==> config.mk <==
export PLATFORM = sky130hd
export DESIGN_NAME = ocp_softstart_seq
export DESIGN_NICKNAME = d
export VERILOG_FILES = /design/src/rtl/ocp_ss_pkg.sv /design/src/rtl/ocp_ss_counter.sv /design/src/rtl/ocp_ss_fsm.sv /design/src/rtl/ocp_ss_outmux.sv /design/src/rtl/ocp_softstart_seq.sv
export SDC_FILE = /design/constraint.sdc
export NUM_CORES = 1
export LEC_CHECK = 0
export ABC_AREA = 0
export ABC_CLOCK_PERIOD_IN_PS = 3300
export BUFFER_PORTS_ARGS = -buffer_cell sky130_fd_sc_hd__buf_2
export CAP_MARGIN = 0
export CORE_UTILIZATION = 40
export CTS_BUF_LIST = sky130_fd_sc_hd__clkbuf_4
export DETAILED_ROUTE_END_ITERATION = 8
export PLACE_DENSITY = 0.75
export SLEW_MARGIN = 5
export SYNTH_ARGS = -nofsm -noshare
export SYNTH_HDL_FRONTEND = slang
export SYNTH_SLANG_ARGS = --single-unit
==> constraint.sdc <==
create_clock -name clk -period 3.3 [get_ports clk]
set_input_delay 0.33 -clock clk [delete_from_list [all_inputs] [get_ports clk]]
set_output_delay 0.33 -clock clk [all_outputs]
set_load 0.03 [all_outputs]
==> src/rtl/ocp_ss_pkg.sv <==
package ocp_ss_pkg;
   typedef enum logic [1:0] {
      ST_UVLO  = 2'd0,
      ST_FAULT = 2'd1,
      ST_RECHG = 2'd2,
      ST_RUN   = 2'd3
   } seq_st_e;

   typedef enum logic [1:0] {
      SS_HOLD  = 2'd0,
      SS_CLEAR = 2'd1,
      SS_DIS   = 2'd2,
      SS_RAMP  = 2'd3
   } ss_cmd_e;
endpackage

==> src/rtl/ocp_ss_counter.sv <==
module ocp_ss_counter
   import ocp_ss_pkg::*;
#(
   parameter int SS_W     = 8,
   parameter int TICK_DIV = 4,
   parameter int LOW_LVL  = 3,
   parameter int DIS_STEP = 4
) (
   input  logic            clk,
   input  logic            rst_n,
   input  ss_cmd_e         cmd,
   output logic [SS_W-1:0] ss
);
   localparam logic [SS_W-1:0] TOP_V  = {SS_W{1'b1}};
   localparam logic [SS_W-1:0] LOW_V  = SS_W'(LOW_LVL);
   localparam logic [SS_W-1:0] STEP_V = SS_W'(DIS_STEP);
   localparam logic [SS_W-1:0] THR_V  = SS_W'(LOW_LVL + DIS_STEP);

   logic tick;
   logic [SS_W-1:0] ss_dis;

   // rate prescaler: one variant per divide setting
   generate
      if (TICK_DIV == 1) begin : g_nodiv
         assign tick = (cmd == SS_RAMP);
      end else begin : g_div
         localparam int PW = $clog2(TICK_DIV);
         localparam logic [PW-1:0] LAST = PW'(TICK_DIV - 1);
         logic [PW-1:0] pre;
         always_ff @(posedge clk) begin
            if (!rst_n || cmd != SS_RAMP) pre <= '0;
            else if (pre == LAST)         pre <= '0;
            else                          pre <= pre + 1'b1;
         end
         assign tick = (cmd == SS_RAMP) && (pre == LAST);
      end
   endgenerate

   // discharge: one jump to the floor, or a fixed step per clock
   generate
      if (DIS_STEP == 0) begin : g_dis_jump
         assign ss_dis = (ss > LOW_V) ? LOW_V : ss;
      end else begin : g_dis_step
         always_comb begin
            if (ss > THR_V)      ss_dis = ss - STEP_V;
            else if (ss > LOW_V) ss_dis = LOW_V;
            else                 ss_dis = ss;
         end
      end
   endgenerate

   always_ff @(posedge clk) begin
      if (!rst_n) ss <= '0;
      else begin
         unique case (cmd)
            SS_CLEAR: ss <= '0;
            SS_DIS:   ss <= ss_dis;
            SS_RAMP:  if (tick && ss != TOP_V) ss <= ss + 1'b1;
            default:  ss <= ss;
         endcase
      end
   end
endmodule

==> src/rtl/ocp_ss_fsm.sv <==
module ocp_ss_fsm
   import ocp_ss_pkg::*;
#(
   parameter int SS_W        = 8,
   parameter int LOW_LVL     = 3,
   parameter int RESTART_LVL = 250
) (
   input  logic            clk,
   input  logic            rst_n,
   input  logic            uv_ok,
   input  logic            cs_hard,
   input  logic [SS_W-1:0] ss,
   output seq_st_e         state,
   output ss_cmd_e         cmd
);
   localparam logic [SS_W-1:0] LOW_V = SS_W'(LOW_LVL);
   localparam logic [SS_W-1:0] RST_V = SS_W'(RESTART_LVL);

   seq_st_e nxt;

   always_comb begin
      nxt = state;
      if (!uv_ok) nxt = ST_UVLO;
      else begin
         unique case (state)
            ST_UVLO:  nxt = cs_hard ? ST_FAULT : ST_RUN;
            ST_RUN:   nxt = cs_hard ? ST_FAULT : ST_RUN;
            ST_FAULT: nxt = (!cs_hard && ss <= LOW_V) ? ST_RECHG : ST_FAULT;
            ST_RECHG: begin
               if (cs_hard)          nxt = ST_FAULT;
               else if (ss >= RST_V) nxt = ST_RUN;
               else                  nxt = ST_RECHG;
            end
            default:  nxt = ST_UVLO;
         endcase
      end
   end

   always_ff @(posedge clk) begin
      if (!rst_n) state <= ST_UVLO;
      else        state <= nxt;
   end

   always_comb begin
      if (!uv_ok || state == ST_UVLO)           cmd = SS_CLEAR;
      else if (cs_hard || state == ST_FAULT)    cmd = SS_DIS;
      else if (state == ST_RUN || state == ST_RECHG) cmd = SS_RAMP;
      else                                      cmd = SS_HOLD;
   end
endmodule

==> src/rtl/ocp_ss_outmux.sv <==
module ocp_ss_outmux
   import ocp_ss_pkg::*;
#(
   parameter int SS_W = 8
) (
   input  seq_st_e         state,
   input  logic            uv_ok,
   input  logic            cs_hard,
   input  logic            cs_soft,
   input  logic            demand_gt_ramp,
   input  logic [SS_W-1:0] demand,
   input  logic [SS_W-1:0] ss,
   output logic            bridge_off,
   output logic            zero_phase,
   output logic            limit_hold,
   output logic [SS_W-1:0] ctrl_word
);
   logic [SS_W-1:0] clamped;

   assign clamped    = (demand < ss) ? demand : ss;
   assign bridge_off = !uv_ok || cs_hard || state == ST_UVLO || state == ST_FAULT;
   assign zero_phase = !bridge_off && state == ST_RECHG;
   assign limit_hold = !bridge_off && cs_soft && demand_gt_ramp;
   assign ctrl_word  = (!bridge_off && state == ST_RUN) ? clamped : '0;
endmodule

==> src/rtl/ocp_softstart_seq.sv <==
module ocp_softstart_seq
   import ocp_ss_pkg::*;
#(
   parameter int SS_W        = 8,
   parameter int TICK_DIV    = 4,
   parameter int LOW_LVL     = 3,
   parameter int DIS_STEP    = 4,
   parameter int RESTART_LVL = 250
) (
   input  logic            clk,
   input  logic            rst_n,
   input  logic            uv_ok,
   input  logic            cs_soft,
   input  logic            cs_hard,
   input  logic            demand_gt_ramp,
   input  logic [SS_W-1:0] demand,
   output logic            bridge_off,
   output logic            zero_phase,
   output logic            limit_hold,
   output logic [SS_W-1:0] ss_level,
   output logic [SS_W-1:0] ctrl_word
);
   localparam int TOP = (1 << SS_W) - 1;

   // elaboration-time parameter checks
   generate
      if (SS_W < 2 || SS_W > 16) begin : g_bad_w
         $error("SS_W out of range");
      end
      if (TICK_DIV < 1) begin : g_bad_div
         $error("TICK_DIV must be at least 1");
      end
      if (LOW_LVL + DIS_STEP >= RESTART_LVL) begin : g_bad_low
         $error("floor plus step must sit below the restart level");
      end
      if (RESTART_LVL > TOP) begin : g_bad_rst
         $error("RESTART_LVL exceeds the soft-start range");
      end
   endgenerate

   seq_st_e state;
   ss_cmd_e cmd;

   ocp_ss_fsm #(.SS_W(SS_W), .LOW_LVL(LOW_LVL), .RESTART_LVL(RESTART_LVL)) u_fsm (
      .clk(clk), .rst_n(rst_n), .uv_ok(uv_ok), .cs_hard(cs_hard),
      .ss(ss_level), .state(state), .cmd(cmd));

   ocp_ss_counter #(.SS_W(SS_W), .TICK_DIV(TICK_DIV), .LOW_LVL(LOW_LVL),
                    .DIS_STEP(DIS_STEP)) u_ctr (
      .clk(clk), .rst_n(rst_n), .cmd(cmd), .ss(ss_level));

   ocp_ss_outmux #(.SS_W(SS_W)) u_out (
      .state(state), .uv_ok(uv_ok), .cs_hard(cs_hard), .cs_soft(cs_soft),
      .demand_gt_ramp(demand_gt_ramp), .demand(demand), .ss(ss_level),
      .bridge_off(bridge_off), .zero_phase(zero_phase),
      .limit_hold(limit_hold), .ctrl_word(ctrl_word));
endmodule

==> metrics.md, run 1 <==
| Metric | Value |
|---|---|
| Outcome | complete, no violations |
| Unique cell type count in the Yosys netlist | 48 |
| CP required | 2.97 ns |
| Synth area leaders | ha_1, dfxtp_1, nand2_1 |
| IO buf count | 32 |
| Mean Syn Cell Area | 8.08 um2 |
| Top cell type's share of synthesized area | 18.3% |
| Crit path DAT | 2.58 ns |
| Top-level I/O count | 33 |
| 1st-pass router iterations | 4 |
| Synth-to-layout area growth | 15.5% |
| Die Wd | 60.4 um |
| Hold-fix buffers, CTS | 0 |
| Clk buf depth | 2 |
| PwrDens | 209 mW/mm2 |
| Type of origin of the critical path | flip-flop |
| Antenna violations before repair | 0 |
| Total number of vias | 1362 |
| Hold slack | 0.328 ns |
| Post-CTS sizing | 0 |
| Worst setup margin | 0.393 ns |
| Crit path kind | reg -> out |
| Max stage delay on crit path | 0.51 ns |
| GRT Overall Usage | 19.0% |
| Clock Tree Root | clkbuf_4 |
| Clock slew at reported path FFs | 0.08 ns |
| Worst min path class | in -> reg |
| # fillers | 324 |
| Crit. End Element | output pin |
| Register area share after synthesis | 17.6% |
| GRT Residual Overflow | 0 |
| Max-slew violation count | 0 |
| Synthesis warning total | 0 |
| Routed len/inst | 13.2 um |
| CTS Buf Count | 3 |
| Setup violations, final | 0 |
| Vias in the first global route | 1201 |
| VDD IR max | 161 uV |
| Worst Clk Skew | 0.00729 ns |
| First-pass GRT wire length | 5240 um |
| DR iter-0 viols | 90 |
| Final WL | 3210 um |
| Crit-path slowest cell | dfxtp_1 |
| Core area | 0.00315 mm2 |
| Dpl ws | 0.685 ns |
| H-tree Lvls | 1 |
| Pin count of the biggest net entering global routing | 17 |
| Gpl congestion | 0.835 |
| Crit path max-delay family | compound AO/OA/AOI/OAI gates |
| Post-route DRC violation count | 0 |
| Post-synthesis register bit count | 12 |
| Post-detail-place hpwl | 2450 um |
| DR vias/cell | 5.60 |
| Leak Pwr | 0.000722 uW |
| Diode count | 0 |
| Most common flop cell mapped by yosys | dfxtp_1 |
| Worst-Skew Late Latency | 0.28 ns |
| TritonCTS clock tree | built |
| Antenna-violating nets left | 0 |
| Clk sinks | 12 |
| Final hold viol count | 0 |
| Period minus WS final | 2.91 ns |
| CP most frequent cell | a21o_1 |
| Async S/R FF share, synth | 0% |
| Buf+Inv Stages, Crit Path | 2 |
| Least-Margin Pin Slew | 0.591 ns |
| Critical Path Fanout Max | 11 |
| Final net count | 234 |
| Post-Syn Area | 0.00137 mm2 |
| Cells after synthesis | 169 |
| Final core occ | 50.0% |
| # Max-Cap Violations | 0 |
| DIE AREA | 0.00365 mm2 |
| RSZ-0062 raised after global routing | no |
| Fin crit share | 88.1% |
| Layout cell share with drive strength beyond 1 | 21.1% |
| Initial core utilization | 43.3% |
| Rel. slew slack | 60.4% |
| EDFF count, synth | 0 |
| Syn nets | 203 |
| FP Rows | 20 |
| Die Ht | 60.4 um |
| Cell taking the most area after synthesis | ha_1 |
| Number of setup buffers added after CTS | 0 |
| Total negative slack | 0 ns |
| Crit path cell chain | inv_1 > ha_1 > a21o_1 > a21o_1 > a21oi_1 > o31a_1 > mux2i_1 > buf_2 |
| Max Freq | 0.344 GHz |
[report_power, final]
group	switching, uW	internal, uW
combinational	46.5	33.4
clock	53.8	43.9
sequential	4.44	148
total	105	225
[routing by layer]
| metal | GRT usage (%) | vias up | routed length (um) |
|---|---|---|---|
| met5 | 0 | - | 0 |
| li1 | - | 690 | - |
| met4 | 7.14 | 0 | 48 |
| met3 | 5.97 | 8 | 219 |
| met1 | 24.5 | 615 | 1490 |
| met2 | 29.7 | 49 | 1460 |
[final timing paths]
kind	startpoint	depth (start not counted)	to	slack (ns)
worst max-delay path	u_ctr.ss[5]$_SDFFE_PN0P_	8	ctrl_word[3]	0.39
worst min-delay path	uv_ok	3	u_fsm.state[0]$_SDFF_PN0_	0.33
worst max register to register	u_ctr.ss[3]$_SDFFE_PN0P_	7	u_ctr.ss[2]$_SDFFE_PN0P_	0.90
worst min register to register	u_ctr.g_div.pre[0]$_SDFF_PP0_	1	u_ctr.g_div.pre[0]$_SDFF_PP0_	0.43
[sequential cells by signal (all words and copies together) (netlist names)]
register,count
u_ctr.ss,8
u_fsm.state,2
u_ctr.g_div.pre,2
[cell families after synthesis]
kind of cell             after synthesis  share of synthesized area, %
flip-flops                            12                          17.6
AND/OR/NAND/NOR                       60                          23.8
multiplexers                           8                          5.86
adder cells (fa/ha/maj)               20                          18.3
AO/OA/AOI/OAI                         47                          27.2
buffers and inverters                 21                          6.59
XOR/XNOR                               1                         0.641
[cells in the final DEF (no fill, tap or decap), drive strengths merged, types with 2 or more instances in the layout]
master | synthesis | final
nor4b | 2 | 2
a211oi | 2 | 2
clkbuf | 3 | 3
o221ai | 2 | 2
o21ai | 5 | 5
nor3 | 4 | 4
o211ai | 5 | 5
nand3 | 2 | 2
a21boi | 3 | 3
ha | 20 | 20
and4 | 2 | 2
nor2b | 2 | 2
a21o | 3 | 3
nand2 | 23 | 23
dfxtp | 12 | 12
o22ai | 4 | 4
and2 | 3 | 3
mux2i | 8 | 8
o211a | 3 | 3
buf | 4 | 33
nand4 | 4 | 4
inv | 14 | 14
and3 | 2 | 2
a31oi | 2 | 2
nor2 | 9 | 9
nand2b | 4 | 4
a21oi | 7 | 7
[synthesized netlist by cell type, types with 2 or more instances]
| library cell | count |
|---|---|
| nand2_1 | 23 |
| and2_1 | 3 |
| nand2b_1 | 4 |
| a211oi_1 | 2 |
| dfxtp_1 | 12 |
| a21o_1 | 3 |
| nor2b_1 | 2 |
| and3_1 | 2 |
| and4_1 | 2 |
| o22ai_1 | 4 |
| a31oi_1 | 2 |
| o21ai_0 | 4 |
| nor3_1 | 4 |
| mux2i_1 | 8 |
| nand4_1 | 4 |
| a21boi_0 | 2 |
| o211ai_1 | 5 |
| inv_1 | 14 |
| ha_1 | 20 |
| buf_2 | 3 |
| o211a_1 | 3 |
| nand3_1 | 2 |
| clkbuf_1 | 3 |
| nor2_1 | 8 |
| a21oi_1 | 7 |
[stage by stage]
| step | area [um2] | power, uW | instances |
|---|---|---|---|
| final | 1580 | 330 | 243 |
| after detailed placement | 1550 | 235 | 239 |
| after floorplan | 1370 | 209 | 169 |
| after CTS | 1580 | 335 | 243 |
| after global routing | 1580 | 352 | 243 |
| after global placement | 1550 | 234 | 239 |
[worst register-to-register path: stages (launching register included)]
cell       delay, ns
dfxtp_1         0.54
inv_1           0.16
ha_1            0.21
a21boi_0        0.42
nor3_1          0.15
a2bb2oi_1       0.49
o211ai_1        0.18
o211a_1         0.16
[layout make-up]
cell class,count,area [um2],area share (%)
clock buffers,3,22.5,1.43
clock inverters,1,3.75,0.238
inverters,14,52.6,3.33
multi-input cells,136,1040,65.7
flip-flops and latches,12,240,15.2
well taps,44,55.1,3.49
repair buffers,33,168,10.6
Power figures use the tool's default switching activity.
==> run 2: changes to the inputs <==
--- a/config.mk
+++ b/config.mk
@@ -6,13 +6,13 @@
 export NUM_CORES = 1
 export LEC_CHECK = 0
 export ABC_AREA = 0
-export ABC_CLOCK_PERIOD_IN_PS = 3300
+export ABC_CLOCK_PERIOD_IN_PS = 2600
 export BUFFER_PORTS_ARGS = -buffer_cell sky130_fd_sc_hd__buf_2
 export CAP_MARGIN = 0
 export CORE_UTILIZATION = 40
 export CTS_BUF_LIST = sky130_fd_sc_hd__clkbuf_4
 export DETAILED_ROUTE_END_ITERATION = 8
-export PLACE_DENSITY = 0.75
+export PLACE_DENSITY = 0.77
 export SLEW_MARGIN = 5
 export SYNTH_ARGS = -nofsm -noshare
 export SYNTH_HDL_FRONTEND = slang
==> constraint.sdc (replaced) <==
create_clock -name clk -period 2.6 [get_ports clk]
set_input_delay 0.26 -clock clk [delete_from_list [all_inputs] [get_ports clk]]
set_output_delay 0.26 -clock clk [all_outputs]
set_load 0.03 [all_outputs]
==> metrics.md, run 2 (synthesized netlist as in run 1, its figures left out) <==
| Metric | Value |
|---|---|
| Outcome | complete, no violations |
| Die Ht | 60.4 um (unchanged) |
| Final WL | 3350 um (+4.4%) |
| Top flop regs | u_ctr.ss x8, u_ctr.g_div.pre x2, u_fsm.state x2 |
| Clock slew at reported path FFs | 0.08 ns (about the same) |
| Multi-input logic area | 0.00104 mm2 (+0.12%) |
| Least-Margin Pin Slew | 0.518 ns (-0.0734 ns) |
| Post-detail-place hpwl | 2580 um (+5.3%) |
| Antenna violations before repair | 0 (unchanged) |
| Antenna-violating nets left | 0 (unchanged) |
| RSZ-0062 raised after global routing | no |
| Diode count | 0 (unchanged) |
| 1st-pass router iterations | 4 (unchanged) |
| First-pass GRT wire length | 5440 um (+3.8%) |
| Hold path start | cs_hard |
| Layout cell share with drive strength beyond 1 | 25.1% (+4.0 points) |
| Vias in the first global route | 1227 (+2.2%) |
| IO buf count | 32 (unchanged) |
| Max Freq | 0.411 GHz |
| CP required | 2.34 ns (-0.63 ns) |
| Routed len/inst | 13.4 um (+1.1%) |
| Post-route DRC violation count | 0 (unchanged) |
| DR iter-0 viols | 51 (-43%) |
| DR vias/cell | 5.55 (-0.98%) |
| Max-slew violation count | 0 (unchanged) |
| Largest register FFs | 8 (unchanged) |
| Die Wd | 60.4 um (unchanged) |
| Total number of vias | 1393 (+2.3%) |
| # Max-Cap Violations | 0 (unchanged) |
| Hold slack | 0.283 ns (-0.0456 ns) |
| Number of setup buffers added after CTS | 0 (unchanged) |
| Non-Filler Instances | 251 (+3.3%) |
| Critical Path Fanout Max | 8 (-3) |
| VDD IR max | 216 uV (+34%) |
| # fillers | 322 (-0.62%) |
| Synth-to-layout area growth | 20.2% |
| FP Rows | 20 (unchanged) |
| Most common cell after layout, fill and taps aside | buf_2 |
| Type of origin of the critical path | flip-flop |
| Gpl congestion | 0.880 (+5.4%) |
| Crit path kind | reg -> out |
| Worst-Skew Late Latency | 0.29 ns (about the same) |
| Crit path DAT | 2.17 ns (-0.41 ns) |
| Core area | 0.00315 mm2 (unchanged) |
| FF-to-FF Start | u_fsm.state[1]$_SDFF_PN0_ |
| FF+latch area | 240 um2 (unchanged) |
| Fin crit share | 93.6% |
| Origin of the worst setup path | u_ctr.ss[5]$_SDFFE_PN0P_ |
| Crit. End Element | output pin |
| Final core occ | 52.1% (+2.1 points) |
| Final hold viol count | 0 (unchanged) |
| GRT Overall Usage | 19.3% (+0.34 points) |
| Period minus WS final | 2.43 ns |
| Top-level I/O count | 33 (unchanged) |
| Power consumption | 421 uW (+28%) |
| DIE AREA | 0.00365 mm2 (unchanged) |
| Clock Tree Root | clkbuf_4 |
| TritonCTS clock tree | built |
| Clk sinks | 12 (unchanged) |
| Initial core utilization | 43.3% (unchanged) |
| PwrDens | 256 mW/mm2 (+23%) |
| Most frequent cells in the layout | buf_2, nand2_1, ha_1, inv_1, dfxtp_1 |
| CTS Buf Count | 3 (unchanged) |
| Cells after DPL | 248 (+3.8%) |
| Clk buf depth | 2 (unchanged) |
| Leak Pwr | 0.000768 uW (+6.5%) |
| Worst Clk Skew | 0.00331 ns (-0.00398 ns) |
| Setup violations, final | 0 (unchanged) |
| GRT Residual Overflow | 0 (unchanged) |
| Worst min path class | in -> reg |
| Reg2Reg Depth | 8 (+1) |
| Pin count of the biggest net entering global routing | 17 (unchanged) |
| Final net count | 243 (+3.8%) |
| Worst hold stages | 2 (-1) |
| Register with the most flip-flops | u_ctr.ss |
| Rel. slew slack | 65.2% (+4.7 points) |
| H-tree Lvls | 1 (unchanged) |
==> run 2: worst paths after layout <==
kind | to | slack (ns)
setup reg to reg | u_ctr.ss[5]$_SDFFE_PN0P_ | 0.44
setup / recovery | ctrl_word[4] | 0.17
hold reg to reg | u_ctr.g_div.pre[0]$_SDFF_PP0_ | 0.44
hold / removal | u_fsm.state[1]$_SDFF_PN0_ | 0.28
==> run 2: what timing repair did <==
item | CTS | global route
hold buffers | 0 | 0
gates resized for setup | 0 | 1
endpoints found under the hold margin | 0 | 0
setup endpoints to repair | 0 | 8
==> run 2: metal layers <==
layer,wire [um],GRT usage [%]
met2,1560,32.8
met3,160,2.99
met5,0,0
met4,73,6.49
met1,1560,25.0
==> run 2: layout make-up <==
cell class | instances | share of cell area (%)
multi-input combinational | 136 | 63.1
sequential | 12 | 14.6
timing repair buffer | 42 | 14.3
tap | 44 | 3.35
inverter | 14 | 3.20
clock buffer | 3 | 1.37
==> run 2: power by group <==
part | switching (uW) | internal (uW) | total (uW) | leakage (uW)
registers | 3.64 | 188 | 191 | 0.0000972
clock network | 68.9 | 53.9 | 123 | 0.0000138
logic | 61.5 | 45.7 | 107 | 0.000657
total | 134 | 287 | 421 | 0.000768
==> run 2: metrics by stage <==
step | cell area, um2 | setup slack (ns) | TNS, ns
floorplan | 1370 | -0.0448 | -0.358
global placement | 1620 | 0.348 | 0
detailed placement | 1620 | 0.320 | 0
CTS | 1640 | 0.00323 | 0
global route | 1640 | 0.0472 | 0
finish | 1640 | 0.166 | 0
==> run 2: worst max-delay path, stage by stage (launching register included) <==
cell and delay (ns):
dfxtp_1 0.33, inv_1 0.07, ha_1 0.29, a21o_1 0.16
a21o_1 0.16, a21oi_1 0.13, o31a_2 0.31, mux2i_1 0.22
buf_2 0.21
